File: src/rtl/tmr_pkg.sv
package tmr_pkg;
  typedef enum logic [2:0] {
    ADDR_CNT  = 3'd0,
    ADDR_CMPA = 3'd1,
    ADDR_CMPB = 3'd2,
    ADDR_MASK = 3'd3,
    ADDR_FLAG = 3'd4
  } tmr_addr_e;

  localparam int unsigned SRC_OVF  = 0;
  localparam int unsigned SRC_CMPA = 1;
  localparam int unsigned SRC_CMPB = 2;
  localparam int unsigned NSRC     = 3;
endpackage

File: src/rtl/tmr_counter.sv
module tmr_counter #(
  parameter int unsigned W = 8
) (
  input  logic         clk,
  input  logic         rst_n,
  input  logic         tick,
  input  logic         wr,
  input  logic [W-1:0] wdata,
  output logic [W-1:0] cnt,
  output logic         tick_eff,
  output logic         wrap,
  output logic         blk
);
  localparam logic [W-1:0] CNT_MAX = '1;

  logic [W-1:0] cnt_q, cnt_n;
  logic         blk_q, blk_n;
  logic         cnt_en;

  assign tick_eff = tick & ~wr;
  assign wrap     = tick_eff & (cnt_q == CNT_MAX);
  assign cnt_en   = wr | tick;

  always_comb begin
    cnt_n = cnt_q;
    blk_n = blk_q;
    if (wr) begin
      cnt_n = wdata;
      blk_n = 1'b1;
    end else if (tick) begin
      cnt_n = cnt_q + {{(W-1){1'b0}}, 1'b1};
      blk_n = 1'b0;
    end
  end

  always_ff @(posedge clk or negedge rst_n) begin
    if (!rst_n) begin
      cnt_q <= '0;
      blk_q <= 1'b0;
    end else if (cnt_en) begin
      cnt_q <= cnt_n;
      blk_q <= blk_n;
    end
  end

  assign cnt = cnt_q;
  assign blk = blk_q;
endmodule

File: src/rtl/tmr_compare.sv
module tmr_compare #(
  parameter int unsigned W = 8
) (
  input  logic         clk,
  input  logic         rst_n,
  input  logic         wr_ocr,
  input  logic [W-1:0] wdata,
  input  logic [W-1:0] cnt,
  input  logic         tick_eff,
  input  logic         blk,
  output logic [W-1:0] ocr,
  output logic         match,
  output logic         wave
);
  logic [W-1:0] ocr_q;
  logic         wave_q, wave_n;

  assign match  = tick_eff & ~blk & (cnt == ocr_q);
  assign wave_n = wave_q ^ match;

  always_ff @(posedge clk or negedge rst_n) begin
    if (!rst_n) begin
      ocr_q <= '0;
    end else if (wr_ocr) begin
      ocr_q <= wdata;
    end
  end

  always_ff @(posedge clk or negedge rst_n) begin
    if (!rst_n) begin
      wave_q <= 1'b0;
    end else if (match) begin
      wave_q <= wave_n;
    end
  end

  assign ocr  = ocr_q;
  assign wave = wave_q;
endmodule

File: src/rtl/tmr_irq.sv
module tmr_irq #(
  parameter int unsigned N = 3
) (
  input  logic         clk,
  input  logic         rst_n,
  input  logic [N-1:0] set_ev,
  input  logic         wr_flag,
  input  logic         wr_mask,
  input  logic [N-1:0] wdata,
  input  logic         gie,
  output logic [N-1:0] flags,
  output logic [N-1:0] mask,
  output logic [N-1:0] irq
);
  logic [N-1:0] flag_q, flag_n, clr;
  logic [N-1:0] mask_q;

  assign clr    = wr_flag ? wdata : '0;
  assign flag_n = set_ev | (flag_q & ~clr);

  always_ff @(posedge clk or negedge rst_n) begin
    if (!rst_n) begin
      flag_q <= '0;
    end else begin
      flag_q <= flag_n;
    end
  end

  always_ff @(posedge clk or negedge rst_n) begin
    if (!rst_n) begin
      mask_q <= '0;
    end else if (wr_mask) begin
      mask_q <= wdata;
    end
  end

  assign flags = flag_q;
  assign mask  = mask_q;
  assign irq   = flag_q & mask_q & {N{gie}};
endmodule

File: src/rtl/dual_cmp_timer.sv
module dual_cmp_timer #(
  parameter int unsigned W  = 8,
  parameter int unsigned AW = 3
) (
  input  logic          clk,
  input  logic          rst_n,
  input  logic          tick_en,
  input  logic          gie,
  input  logic          bus_we,
  input  logic [AW-1:0] bus_addr,
  input  logic [W-1:0]  bus_wdata,
  output logic [W-1:0]  bus_rdata,
  output logic [2:0]    irq_req,
  output logic [1:0]    cmp_wave
);
  import tmr_pkg::*;

  localparam int unsigned NCH = 2;

  logic [1:0]      rst_sync_q;
  logic            rst_s;
  logic            cnt_wr, flag_wr, mask_wr;
  logic [W-1:0]    cnt_q;
  logic            tick_eff, wrap, blk;
  logic [NCH-1:0]  match;
  logic [W-1:0]    ocr [NCH];
  logic [NSRC-1:0] flags, mask, set_ev;

  always_ff @(posedge clk or negedge rst_n) begin
    if (!rst_n) begin
      rst_sync_q <= 2'b00;
    end else begin
      rst_sync_q <= {rst_sync_q[0], 1'b1};
    end
  end
  assign rst_s = rst_sync_q[1];

  assign cnt_wr  = bus_we & (bus_addr == AW'(ADDR_CNT));
  assign mask_wr = bus_we & (bus_addr == AW'(ADDR_MASK));
  assign flag_wr = bus_we & (bus_addr == AW'(ADDR_FLAG));

  tmr_counter #(.W(W)) u_cnt (
    .clk(clk), .rst_n(rst_s), .tick(tick_en), .wr(cnt_wr), .wdata(bus_wdata),
    .cnt(cnt_q), .tick_eff(tick_eff), .wrap(wrap), .blk(blk)
  );

  for (genvar g = 0; g < NCH; g++) begin : g_ch
    logic wr_ocr;
    assign wr_ocr = bus_we & (bus_addr == AW'(int'(ADDR_CMPA) + g));
    tmr_compare #(.W(W)) u_cmp (
      .clk(clk), .rst_n(rst_s), .wr_ocr(wr_ocr), .wdata(bus_wdata),
      .cnt(cnt_q), .tick_eff(tick_eff), .blk(blk),
      .ocr(ocr[g]), .match(match[g]), .wave(cmp_wave[g])
    );
  end

  assign set_ev[SRC_OVF]  = wrap;
  assign set_ev[SRC_CMPA] = match[0];
  assign set_ev[SRC_CMPB] = match[1];

  tmr_irq #(.N(NSRC)) u_irq (
    .clk(clk), .rst_n(rst_s), .set_ev(set_ev), .wr_flag(flag_wr),
    .wr_mask(mask_wr), .wdata(bus_wdata[NSRC-1:0]), .gie(gie),
    .flags(flags), .mask(mask), .irq(irq_req)
  );

  always_comb begin
    bus_rdata = '0;
    case (bus_addr)
      AW'(ADDR_CNT):  bus_rdata = cnt_q;
      AW'(ADDR_CMPA): bus_rdata = ocr[0];
      AW'(ADDR_CMPB): bus_rdata = ocr[1];
      AW'(ADDR_MASK): bus_rdata = {{(W-NSRC){1'b0}}, mask};
      AW'(ADDR_FLAG): bus_rdata = {{(W-NSRC){1'b0}}, flags};
      default:        bus_rdata = '0;
    endcase
  end
endmodule

File: config.mk
export PLATFORM = sky130hd
export DESIGN_NAME = dual_cmp_timer
export DESIGN_NICKNAME = d
export VERILOG_FILES = /design/src/rtl/tmr_pkg.sv /design/src/rtl/tmr_counter.sv /design/src/rtl/tmr_compare.sv /design/src/rtl/tmr_irq.sv /design/src/rtl/dual_cmp_timer.sv
export SDC_FILE = /design/constraint.sdc
export NUM_CORES = 1
export LEC_CHECK = 0
export ABC_CLOCK_PERIOD_IN_PS = 3300
export BUFFER_PORTS_ARGS = -buffer_cell sky130_fd_sc_hd__buf_4
export CAP_MARGIN = 25
export CORE_MARGIN = 5
export CORE_UTILIZATION = 61
export CTS_BUF_LIST = sky130_fd_sc_hd__clkbuf_8 sky130_fd_sc_hd__clkbuf_16
export DETAILED_ROUTE_END_ITERATION = 10
export PLACE_DENSITY = 0.84
export SYNTH_ARGS = -nofsm -noshare
export SYNTH_HDL_FRONTEND = slang
export SYNTH_SLANG_ARGS = --single-unit
File: constraint.sdc
create_clock -name clk -period 3.3 [get_ports clk]
set_input_delay 0.33 -clock clk [delete_from_list [all_inputs] [get_ports clk]]
set_output_delay 0.33 -clock clk [all_outputs]
set_load 0.02 [all_outputs]
* Word-level counts from Yosys, hierarchy flattened
Cells that the tools add are included.
** Storage, ports and cells
- Bits in writable memories :: 0
- Logic and storage cells :: 46
- Latch bits :: 0
- Memories kept :: 0
- Bits in read-only memories :: 0
- Output and inout bits :: 13
- Register bits :: 35
- Bits of input ports :: 16
** Operators by class
- Div/mod/pow operators :: 0
- Multiply operators :: 0
- Magnitude comparators :: 0
- Muxes and demuxes :: 6
- Reduce and logical (&&, ||, !) cells :: 3
- Shift operators :: 0
- Bitwise logic cells :: 20
- Add/subtract/negate cells :: 1
- Equality and inequality tests :: 7
** Operators with widths (number)
- 8-bit one-hot mux with 5 select lines :: 1
- 8-bit == test :: 2
- 8-bit two-way mux :: 2
- 1-bit AND :: 10
- 3-bit AND :: 3
- 8-bit by 1-bit adder with 8-bit output (second input constant) :: 1
- 8-bit == test (second input constant) :: 1
- 3-bit by 2-bit == test with 1-bit output (second input constant) :: 2
- 3-bit by 1-bit == test with 1-bit output (second input constant) :: 1
- 3-bit == test (second input constant) :: 1
- 3-bit logical NOT :: 1
- 3-bit two-way mux :: 1
- 3-bit inverter :: 1
- 3-bit OR :: 1
- 1-bit two-way mux :: 2
- 1-bit inverter :: 2
- 2-bit AND reduction :: 1
- 2-bit nonzero test :: 1
- 1-bit XOR :: 2
- 1-bit OR :: 1

* Longest topological paths before layout
- Word-level depth :: 7
- Depth in mapped cells :: 6
- Gate-level depth less buffers :: 5

* By module
A second synthesis with hierarchy kept.
** Second synthesis, totals
- Cell total of the unflattened synthesis :: 187
- Area, all modules :: 2020.7 um^2
** By module, submodules not included
- tmr_compare :: instances 2, area an instance 427.9 um^2, seq. area each 225.2 um^2, cells an instance 31
- tmr_counter :: instances 1, area an instance 508.0 um^2, seq. area each 225.2 um^2, cells an instance 55
- dual_cmp_timer :: instances 1, area an instance 420.4 um^2, seq. area each 50.0 um^2, cells an instance 52
- tmr_irq :: instances 1, area an instance 236.5 um^2, seq. area each 150.1 um^2, cells an instance 18

* Worst setup path before layout
OpenSTA, ideal clock, no wires.
- Path type :: input -> output
- From :: in bus_addr[0]
- To :: out bus_rdata[2]
- Stages :: 3
- Data arrival time :: 1273 ps
- Path slack :: 1697 ps
- Required time :: 2970 ps
- Buffers on the path :: 2
- Cell sequence :: buf_6 > clkbuf_1 > o32ai_1
** On the way
- Word-level cells in the longest chain between the ends :: 2
- Elaborated cells on any way between the ends :: 6
- Classes of those cells :: eq/ne: 4; mux: 1; reduce/logical: 1
** RTL lines
- start: declaration :: RTL line dual_cmp_timer.sv:10 : input logic [AW-1:0] bus_addr,
- 3-bit == test (tied with other cells) :: RTL line dual_cmp_timer.sv:69 : case (bus_addr)
- 8-bit one-hot mux with 5 select lines (*) :: RTL line dual_cmp_timer.sv:69
- end: declaration :: RTL line dual_cmp_timer.sv:12 : output logic [W-1:0] bus_rdata,
Every way passes the cells marked *; elsewhere a longest branch is shown, timed or not.

* Worst setup path in the final report
- From :: reg u_cnt.cnt_q[2] (netlist: u_cnt.cnt[2])
- To :: out bus_rdata[2]
** On the way
- Word-level cells in the longest chain between the ends :: 1
** RTL lines
- start: declaration :: RTL line tmr_counter.sv:16 : logic [W-1:0] cnt_q, cnt_n;
- start signal: assignment :: RTL line tmr_counter.sv:41 : cnt_q <= cnt_n;
- 8-bit one-hot mux with 5 select lines :: RTL line dual_cmp_timer.sv:69
Every way passes these cells.

==> impl_metrics.env <==
export IMPL_drcViolationCount=0
export IMPL_antenna_found_initial=0
export IMPL_worst_pin_slew_ps=929
export IMPL_ys_seq_area_share_pct=44.2
export IMPL_syn_area_sq_um=1980
export IMPL_ir_drop_uv=404
export IMPL_cts_max_level=2
export IMPL_fin_area_sq_um=2240
export IMPL_grt_overflow=0
export IMPL_antenna_diode_count=0
export IMPL_status="complete, no violations"
export IMPL_avgSynthCellArea_sq_um=10.3
export IMPL_die_y_um=67.0
export IMPL_ant_nets=0
export IMPL_fillers=242
export IMPL_track_usage_pct=22.2
export IMPL_crit_path_cell_trace="mux4_2 > inv_1 > o32ai_1 > buf_4"
export IMPL_rows=20
export IMPL_path_max_fanout=7
export IMPL_grt_max_degree=34
export IMPL_vias=1449
export IMPL_max_stage_delay_ps=490
export IMPL_slew_headroom_pct=37.8
export IMPL_rsz0062_at_grt="no"
export IMPL_routed_wl_mm=4.30
export IMPL_finalSetupViolations=0
export IMPL_dp_hpwl_mm=3.16
export IMPL_layout_min_cycle_time_ps=1890
export IMPL_start_util_pct=64.3
export IMPL_gp_congestion=0.876
export IMPL_drt_vias_per_instance=5.66
export IMPL_firstDrtPassIters=4
export IMPL_worstHoldPathType="reg2async"
export IMPL_dp_cells=249
export IMPL_synthesis_yosys_warnings=0
export IMPL_yosysUniqueCellTypes=33
export IMPL_setup_tns_ps=0
export IMPL_grt_pass1_vias=1459
export IMPL_worst_path_max_delay_cell="mux4_2"
export IMPL_drv_slew=0
export IMPL_place_area_sq_um=2160
export IMPL_worst_setup_path_start_kind="register"
export IMPL_avgRoutedWirePerCell_um=16.8
export IMPL_die_w_um=67.0
export IMPL_synth_seq_cells=35
export IMPL_fin_skew_ps=4.71
export IMPL_portBuffers=28
export IMPL_hold_viol=0
export IMPL_die_area_sq_um=4490
export IMPL_fmax_ghz=0.530
export IMPL_min_period_over_period_pct=57.1
export IMPL_clock_latency_ps=290
export IMPL_layout_drive_gt1_share_pct=23.6
export IMPL_clkTransAtPathRegs_ps=60
export IMPL_cts_tree="yes"
export IMPL_io_pins=29
export IMPL_cts_path_max_buffers=2
export IMPL_drt_iter0_markers=117
export IMPL_drv_cap=0
export IMPL_synth_net_count=209
export IMPL_cts_buffers=5
export IMPL_required_ps=2970
export IMPL_grt_first_pass_wirelength_mm=7.27
export IMPL_synthToLayoutAreaGrowth_pct=13.3
export IMPL_coreArea_sq_um=3080
export IMPL_synth_cells=192
export IMPL_arrival_ps=1560
export IMPL_cts_sinks=35
export IMPL_cp_end_kind="output pin"
export IMPL_post_cts_buffers=0
export IMPL_r2r_slack_ps=1820
export IMPL_leakage_nw=1.03
export IMPL_nNetsFinal=230
export IMPL_path_class="reg2out"
export IMPL_root_buffer="clkbuf_8"
export IMPL_powerDensity_nw_per_um2=663
export IMPL_instances_no_fill=256
[repair_timing]
action                    CTS  global route
hold endpoints to repair    2             0
resized for setup           0             0
hold buffers                1             0
[flip-flops by register name (all words and copies together) (netlist names)]
| register | cells |
|---|---|
| u_irq.flags | 3 |
| g_ch.u_cmp.wave | 2 |
| g_ch.u_cmp.ocr | 16 |
| rst_sync_q | 2 |
| u_irq.mask | 3 |
| u_cnt.cnt | 8 |
| u_cnt.blk | 1 |
[cell usage in the layout, fill, tap and decap left out, drive strengths merged]
cell	synthesis	routed
buf	10	29
nor2	18	18
nor3	1	1
o32ai	1	1
a22o	1	1
nand4	4	4
nand2b	1	1
nor4	4	4
xnor2	9	9
o21ai	9	9
mux2	20	20
conb	1	1
inv	3	4
and3b	1	1
nand2	21	21
mux4	1	1
xor2	16	16
and3	3	3
dlygate4sd3	0	1
ha	1	1
a21oi	7	7
and4bb	1	1
a21o	1	1
mux2i	10	10
nor4b	1	1
clkbuf	6	5
nand3	3	3
dfrtp	35	35
nor2b	3	3
[stage by stage]
stage / setup slack, ps / hold slack (ps) / power, mW / util [%]
floorplan: 1700 / 34.4 / 1.07 / -
global placement: 1470 / 112 / 1.19 / 70.2
detailed placement: 1380 / 114 / 1.21 / 70.2
CTS: 1410 / 259 / 1.49 / 72.9
global route: 1350 / 258 / 1.59 / 72.9
finish: 1410 / 253 / 1.49 / 72.9
[cell type report]
cell class,instances,area (sq um),share of cell area [%]
Clock buffer,5,68.8,3.07
Clock inverter,1,3.75,0.167
Inverter,3,11.3,0.502
Multi-Input combinational cell,138,1000,44.6
Sequential cell,35,876,39.0
Tap cell,44,55.1,2.45
Timing Repair Buffer,30,228,10.2
[synthesized netlist by cell type]
master,n,area share [%]
dfrtp_1,35,44
nand2_1,21,4.0
nor2_1,17,3.2
xor2_1,16,7.1
mux2_2,12,6.8
mux2i_1,10,5.1
xnor2_1,9,4.0
mux2_1,8,4.5
a21oi_1,7,1.8
clkbuf_1,6,1.1
buf_2,5,1.3
o21ai_1,5,1.3
nand4_1,4,1.3
nor4_1,4,1.3
o21ai_0,4,1.0
and3_1,3,0.95
buf_4,3,1.1
inv_1,3,0.57
nand3_1,3,0.76
nor2b_1,3,0.95
buf_6,2,1.1
a21o_1,1,0.38
a22o_1,1,0.44
and3b_1,1,0.44
and4bb_2,1,0.63
conb_1,1,0.19
ha_1,1,0.63
mux4_2,1,1.1
nand2b_1,1,0.32
nor2_4,1,0.57
nor3_1,1,0.25
nor4b_4,1,1.2
o32ai_1,1,0.44
[worst paths after layout]
| check | startpoint | to | cells past startpoint |
|---|---|---|---|
| min reg2reg | rst_sync_q[1]$_DFF_PN0_ | u_irq.mask[0]$_DFFE_PN0P_ | 1 |
| min | rst_sync_q[1]$_DFF_PN0_ | u_irq.mask[0]$_DFFE_PN0P_ | 1 |
| max in group asynchronous | rst_sync_q[1]$_DFF_PN0_ | u_irq.mask[2]$_DFFE_PN0P_ | 1 |
| min in group clk | bus_wdata[5] | u_cnt.cnt[5]$_DFFE_PN0P_ | 3 |
| max reg2reg | u_cnt.cnt[2]$_DFFE_PN0P_ | u_cnt.cnt[7]$_DFFE_PN0P_ | 4 |
| max | u_cnt.cnt[2]$_DFFE_PN0P_ | bus_rdata[2] | 4 |
[logic make-up after synthesis]
logic type	Yosys count	share of synthesized area, %
and+or+nand+nor	61	15.8
buffers and inverters	19	5.24
muxes	31	17.6
xor gates and xnor gates	25	11.1
DFF	35	44.2
AOI/OAI and AO/OA	19	5.31
other	1	0.189
adders and majority gates	1	0.632
[metal layers]
metal | GRT usage, % | vias up | wire length (um)
met1 | 30.9 | 716 | 1960
met4 | 8.35 | 0 | 81
met3 | 5.06 | 9 | 254
met5 | 0 | - | 0
li1 | - | 686 | -
met2 | 33.5 | 38 | 2010
[critical path: cells and delay by family (launching register included)]
family / cells / cell delay (ps)
AO/OA/AOI/OAI: 1 / 70
buffers and inverters: 2 / 230
flip-flops: 1 / 480
multiplexers: 1 / 490
[report_power, final]
| part | internal (mW) | switching [mW] | total (mW) |
|---|---|---|---|
| combinational | 0.251 | 0.239 | 0.491 |
| sequential | 0.551 | 0.170 | 0.721 |
| clock | 0.137 | 0.140 | 0.277 |
| total | 0.939 | 0.549 | 1.49 |
No activity file was read; power rests on OpenSTA's default activity.
